===== config.mk =====
export PLATFORM = sky130hd
export DESIGN_NAME = bb_hash_verifier
export DESIGN_NICKNAME = d
export VERILOG_FILES = /design/src/rtl/bbv_pkg.sv /design/src/rtl/bbv_decode.sv /design/src/rtl/bbv_hash_acc.sv /design/src/rtl/bbv_table.sv /design/src/rtl/bb_hash_verifier.sv
export SDC_FILE = /design/constraint.sdc
export NUM_CORES = 2
export LEC_CHECK = 0
export BUFFER_PORTS_ARGS = -buffer_cell sky130_fd_sc_hd__buf_2
export CORE_MARGIN = 2
export CORE_UTILIZATION = 47
export DETAILED_ROUTE_END_ITERATION = 16
export MAX_ROUTING_LAYER = met4
export PLACE_DENSITY = 0.6
export SLEW_MARGIN = 20
export SYNTH_ARGS = -nofsm -noshare
export SYNTH_HDL_FRONTEND = slang
export SYNTH_HIERARCHICAL = 1
export SYNTH_SLANG_ARGS = --single-unit

===== constraint.sdc =====
create_clock -name clk -period 6.5 [get_ports clk]
set_input_delay 1.625 -clock clk [delete_from_list [all_inputs] [get_ports clk]]
set_output_delay 1.625 -clock clk [all_outputs]
set_load 0.02 [all_outputs]

===== src/rtl/bbv_pkg.sv =====
// Package: shared types and the hash step for the basic block verifier.
// Assumes 32-bit instruction words (no compressed encodings).
package bbv_pkg;

    localparam logic [6:0] OPC_BRANCH = 7'b1100011;
    localparam logic [6:0] OPC_JAL    = 7'b1101111;
    localparam logic [6:0] OPC_JALR   = 7'b1100111;

    // Classification of a retired instruction by its control effect.
    typedef enum logic [1:0] {
        CT_PLAIN  = 2'd0,
        CT_BRANCH = 2'd1,
        CT_JUMP   = 2'd2,
        CT_INDIR  = 2'd3
    } ctrl_kind_t;

    // One hash step: rotate, fold in the word, then shift/add mixing.
    function automatic logic [31:0] hash_step(input logic [31:0] h, input logic [31:0] w);
        logic [31:0] x;
        x = {h[26:0], h[31:27]} ^ w;
        x = x ^ (x >> 13);
        x = x + (x << 3);
        x = x ^ (x >> 7);
        return x;
    endfunction

endpackage


===== src/rtl/bbv_decode.sv =====
// Module: bbv_decode
// Classifies a retired instruction and says whether it closes a basic block.
// Assumes: full 32-bit encodings; funct3 010/011 under the branch opcode are
// not branches and therefore do not end a block.
module bbv_decode
    import bbv_pkg::*;
(
    input  logic [31:0] instr,
    input  logic        fn_last,
    output logic        blk_end
);

    ctrl_kind_t kind;
    logic [6:0] opc;
    logic [2:0] f3;

    assign opc = instr[6:0];
    assign f3  = instr[14:12];

    // Map opcode and funct3 onto a control-transfer class.
    always_comb begin
        kind = CT_PLAIN;
        unique case (opc)
            OPC_BRANCH: kind = (f3 == 3'b010 || f3 == 3'b011) ? CT_PLAIN : CT_BRANCH;
            OPC_JAL:    kind = CT_JUMP;
            OPC_JALR:   kind = CT_INDIR;
            default:    kind = CT_PLAIN;
        endcase
    end

    // Any transfer or the function-boundary hint closes the block.
    assign blk_end = (kind != CT_PLAIN) || fn_last;

endmodule


===== src/rtl/bbv_hash_acc.sv =====
// Module: bbv_hash_acc
// Tracks the open basic block: start address and running hash. On a block
// end it latches the final hash and start address for one compare cycle.
// Assumes: accept is never high while pend is high (the top gates it).
module bbv_hash_acc
    import bbv_pkg::*;
#(
    parameter logic [31:0] SEED = 32'h5A17C3E1
) (
    input  logic        clk,
    input  logic        rst_n,
    input  logic        accept,
    input  logic        blk_end,
    input  logic [31:0] pc,
    input  logic [31:0] instr,
    output logic        pend,
    output logic [31:0] pend_hash,
    output logic [31:0] pend_pc
);

    logic        in_blk;
    logic [31:0] run_h;
    logic [31:0] blk_pc;
    logic [31:0] h_base;
    logic [31:0] h_nxt;
    logic [31:0] start_pc;

    // Pick seed or running state, and the block's start address.
    always_comb begin
        h_base   = in_blk ? run_h  : SEED;
        start_pc = in_blk ? blk_pc : pc;
        h_nxt    = hash_step(h_base, instr);
    end

    // Advance the block state on each accepted instruction.
    always_ff @(posedge clk) begin
        if (!rst_n) begin
            in_blk    <= 1'b0;
            run_h     <= SEED;
            blk_pc    <= '0;
            pend      <= 1'b0;
            pend_hash <= '0;
            pend_pc   <= '0;
        end else begin
            pend <= accept && blk_end;
            if (accept) begin
                if (blk_end) begin
                    pend_hash <= h_nxt;
                    pend_pc   <= start_pc;
                    in_blk    <= 1'b0;
                end else begin
                    run_h  <= h_nxt;
                    blk_pc <= start_pc;
                    in_blk <= 1'b1;
                end
            end
        end
    end

    // a latched compare is never followed by another in the next cycle
    pend_gap_chk: assert property (@(posedge clk) disable iff (!rst_n)
        pend |=> !pend);

endmodule


===== src/rtl/bbv_table.sv =====
// Module: bbv_table
// Expected-digest table keyed by block start address, fully associative.
// Assumes: writes and lookups of the same entry do not coincide; a lookup
// sees the contents as of the start of the cycle. Lowest index wins.
module bbv_table #(
    parameter int DEPTH  = 16,
    parameter int HASH_W = 16,
    localparam int IDX_W = $clog2(DEPTH)
) (
    input  logic              clk,
    input  logic              rst_n,
    input  logic              wr_en,
    input  logic [IDX_W-1:0]  wr_idx,
    input  logic [31:0]       wr_pc,
    input  logic [HASH_W-1:0] wr_hash,
    input  logic [31:0]       lk_pc,
    output logic              lk_hit,
    output logic [HASH_W-1:0] lk_hash
);

    logic              vld [DEPTH];
    logic [31:0]       tag [DEPTH];
    logic [HASH_W-1:0] dig [DEPTH];

    for (genvar i = 0; i < DEPTH; i++) begin : g_ent
        localparam logic [IDX_W-1:0] MY_IDX = IDX_W'(i);
        // Load this entry when addressed by the write port.
        always_ff @(posedge clk) begin
            if (!rst_n) begin
                vld[i] <= 1'b0;
                tag[i] <= '0;
                dig[i] <= '0;
            end else if (wr_en && wr_idx == MY_IDX) begin
                vld[i] <= 1'b1;
                tag[i] <= wr_pc;
                dig[i] <= wr_hash;
            end
        end
    end

    // Priority search, scanned downward so the lowest matching index wins.
    always_comb begin
        lk_hit  = 1'b0;
        lk_hash = '0;
        for (int i = DEPTH - 1; i >= 0; i--) begin
            if (vld[i] && tag[i] == lk_pc) begin
                lk_hit  = 1'b1;
                lk_hash = dig[i];
            end
        end
    end

endmodule


===== src/rtl/bb_hash_verifier.sv =====
// Module: bb_hash_verifier (top)
// Splits the retired instruction stream into basic blocks, hashes each
// block and checks the truncated hash against a preloaded table.
// Assumes: the core holds an offered retirement while stall is high.
module bb_hash_verifier
    import bbv_pkg::*;
#(
    parameter int          HASH_W = 16,
    parameter int          DEPTH  = 16,
    parameter logic [31:0] SEED   = 32'h5A17C3E1
) (
    input  logic                      clk,
    input  logic                      rst_n,
    input  logic                      ret_valid,
    input  logic [31:0]               ret_pc,
    input  logic [31:0]               ret_instr,
    input  logic                      ret_fn_last,
    input  logic                      tbl_we,
    input  logic [$clog2(DEPTH)-1:0]  tbl_idx,
    input  logic [31:0]               tbl_pc,
    input  logic [HASH_W-1:0]         tbl_hash,
    output logic                      chk_pass,
    output logic                      chk_fail,
    output logic                      violation,
    output logic                      stall
);

    logic              blk_end;
    logic              accept;
    logic              pend;
    logic [31:0]       pend_hash;
    logic [31:0]       pend_pc;
    logic              lk_hit;
    logic [HASH_W-1:0] lk_hash;
    logic              good;

    // Retirements are taken only when no compare is pending.
    assign stall  = pend;
    assign accept = ret_valid && !pend;

    bbv_decode u_dec (
        .instr   (ret_instr),
        .fn_last (ret_fn_last),
        .blk_end (blk_end)
    );

    bbv_hash_acc #(.SEED(SEED)) u_acc (
        .clk       (clk),
        .rst_n     (rst_n),
        .accept    (accept),
        .blk_end   (blk_end),
        .pc        (ret_pc),
        .instr     (ret_instr),
        .pend      (pend),
        .pend_hash (pend_hash),
        .pend_pc   (pend_pc)
    );

    bbv_table #(.DEPTH(DEPTH), .HASH_W(HASH_W)) u_tab (
        .clk     (clk),
        .rst_n   (rst_n),
        .wr_en   (tbl_we),
        .wr_idx  (tbl_idx),
        .wr_pc   (tbl_pc),
        .wr_hash (tbl_hash),
        .lk_pc   (pend_pc),
        .lk_hit  (lk_hit),
        .lk_hash (lk_hash)
    );

    // Compare only the configured low bits of the block hash.
    assign good = lk_hit && (lk_hash == pend_hash[HASH_W-1:0]);

    // Register the verdict and hold the violation flag until reset.
    always_ff @(posedge clk) begin
        if (!rst_n) begin
            chk_pass  <= 1'b0;
            chk_fail  <= 1'b0;
            violation <= 1'b0;
        end else begin
            chk_pass <= pend && good;
            chk_fail <= pend && !good;
            if (pend && !good) violation <= 1'b1;
        end
    end


    stall_then_result_chk: assert property (@(posedge clk) disable iff (!rst_n)
        stall |=> (chk_pass || chk_fail));


    result_after_stall_chk: assert property (@(posedge clk) disable iff (!rst_n)
        (chk_pass || chk_fail) |-> $past(stall));


    verdict_excl_chk: assert property (@(posedge clk) disable iff (!rst_n)
        !(chk_pass && chk_fail));


    viol_sticky_chk: assert property (@(posedge clk) disable iff (!rst_n)
        violation |=> violation);


    fail_flags_viol_chk: assert property (@(posedge clk) disable iff (!rst_n)
        chk_fail |-> violation);

endmodule


==> metrics.cfg <==
[power]
p_leak_nw = 18.48
p_per_area_nw_per_um2 = 282.6
ir_worst_vdd_mv = 0.2040
total_power_mw = 14.39

[run]
maxCapViolCount = 0

[clock_network]
cts-buffers-inserted = 99
post_cts_buffers = 0
hold_buffers = 0
clkSinkCount = 901
post_cts_resized = 0
clk_pin_slew_ns = 0.06
cts_tree = done
cts-root-buf = clkbuf_16
cts_max_path_buffers = 3
htree_levels = 3
clk_latency_ns = 0.70

[timing]
fin_tns_setup_ns = 0
max_freq_ghz = 0.1913
min_period_over_period_pct = 80.42
finClkSkew_ns = 0.02681
worst_slew_pin_slew_ns = 1.204
slew_viol_final = 0
setup_violations = 0
rsz0062_at_grt = no
hold_viol = 0
layout_min_cycle_time_ns = 5.228
slew_headroom_pct = 19.64

[worst_setup_path]
cp-start-kind = flip-flop
cp.required_ns = 7.06
cp_max_fo = 14
critPathKind = reg2reg
critPathCaptureType = flip-flop
critical_path_arrival_ns = 5.79

[routing]
via_count = 30268
vias_per_cell = 5.620
drtIter0Drc = 3434
drt_first_pass_iters = 6
route.detailed.drc = 0
final_antenna_net_count = 0
drt-wirelength-per-cell_um = 26.57
wl_um = 143100

[global_route]
antenna_found_initial = 10
grt_pass1_vias = 28858
grt_max_degree = 57
grt_pass1_wl_um = 205800
grt_overflow = 0
grtUsageTotal_pct = 29.48

[placed_design]
hpwl_um = 92580
place_area_um2 = 47870
gp_congestion = 0.9212
dp_cells = 5198
portBuffers = 124

[layout]
utilization_pct = 52.74
num-fill-cells = 8312
final_area_um2 = 50930
fin_cells = 5386
layout_common_cells = edfxtp_1 (783), and2_1 (777), xnor2_1 (432), nand2_1 (245), xor2_1 (233)
drive_gt1_share_pct = 11.62
nets = 4165
final_common_cell = edfxtp_1
syn_to_final_growth_pct = 11.26

[floorplanning]
rows = 114
initial_utilization_pct = 47.40
dieArea_um2 = 99910
ios = 125
core_um2 = 96570
die_h_um = 316.1
die_w_um = 316.1

[synth]
synth_fp_nets = 4119
syn-cell-area_um2 = 45780
ys.warnings.count = 6
synth_cells = 3977
synthesis.area_per_instance_um2 = 11.51

[worst_hold_path]
hold_class = reg2reg

[run_status]
status = complete, no violations

-- path summary, 6_finish.rpt --
| check | start | end | cells after the start | slack (ns) |
|---|---|---|---|---|
| worst max-delay path | u_acc/pend_pc[24] | chk_fail | 13 | 1.27 |
| worst min-delay path | u_tab/vld[1][0] | u_tab/vld[1][0] | 1 | 0.46 |
| worst max register to register | u_acc/pend_pc[24] | chk_fail | 13 | 1.27 |
| worst min register to register | u_tab/vld[1][0] | u_tab/vld[1][0] | 1 | 0.46 |
-- flip-flops by register name, summed over array words and instances (netlist names) --
name and flops:
violation 1, u_tab/dig 256, u_tab/tag 512, chk_fail 1, u_acc/run_h 32, chk_pass 1, u_acc/pend_hash 16, u_acc/pend 1
u_acc/pend_pc 32, u_acc/blk_pc 32, u_acc/in_blk 1, u_tab/vld 16
-- worst max-delay path: stages (launching register included) --
cell and delay, ns:
dfxtp_1 0.92, buf_12 0.28, xnor2_1 0.15, nand4_1 0.13
nor4_1 0.79, nand3_1 0.44, and3_1 0.45, a22o_1 0.28
o31ai_1 0.45, a32oi_1 0.24, xor2_1 0.19, nor4_2 0.40
and3_2 0.28, a21oi_1 0.06
-- cell type report --
type / count / area [um2] / share of cell area (%)
Sequential cell: 901 / 25880 / 50.81
Multi-Input combinational cell: 2694 / 18530 / 36.38
Clock buffer: 139 / 2718 / 5.336
Tap cell: 1276 / 1597 / 3.135
Timing Repair Buffer: 247 / 1572 / 3.086
Clock inverter: 45 / 330.3 / 0.6486
Inverter: 80 / 300.3 / 0.5896
Antenna cell: 4 / 10.01 / 0.01965
-- power by group --
group	switching, mW	total (mW)	internal (mW)
logic	1.31	2.08	0.775
clock network	2.37	5.38	3.00
registers	0.267	6.93	6.67
total	3.95	14.4	10.4
-- stage by stage --
step,hold WS (ns),setup slack (ns)
2_1_floorplan,0.4198,0.3509
3_3_place_gp,0.4413,1.213
3_5_place_dp,0.4502,1.222
4_1_cts,0.4660,1.305
5_1_grt,0.4804,1.091
6_report,0.4620,1.273
-- per-layer routing --
layer,part of all wire [%],up-vias,track usage [%]
li1,-,13881,-
met1,42,15159,38.32
met2,50,1018,48.93
met3,5.6,210,2.976
met4,2.9,0,8.983
met5,0,-,-
No activity file was read; power rests on OpenSTA's default activity.
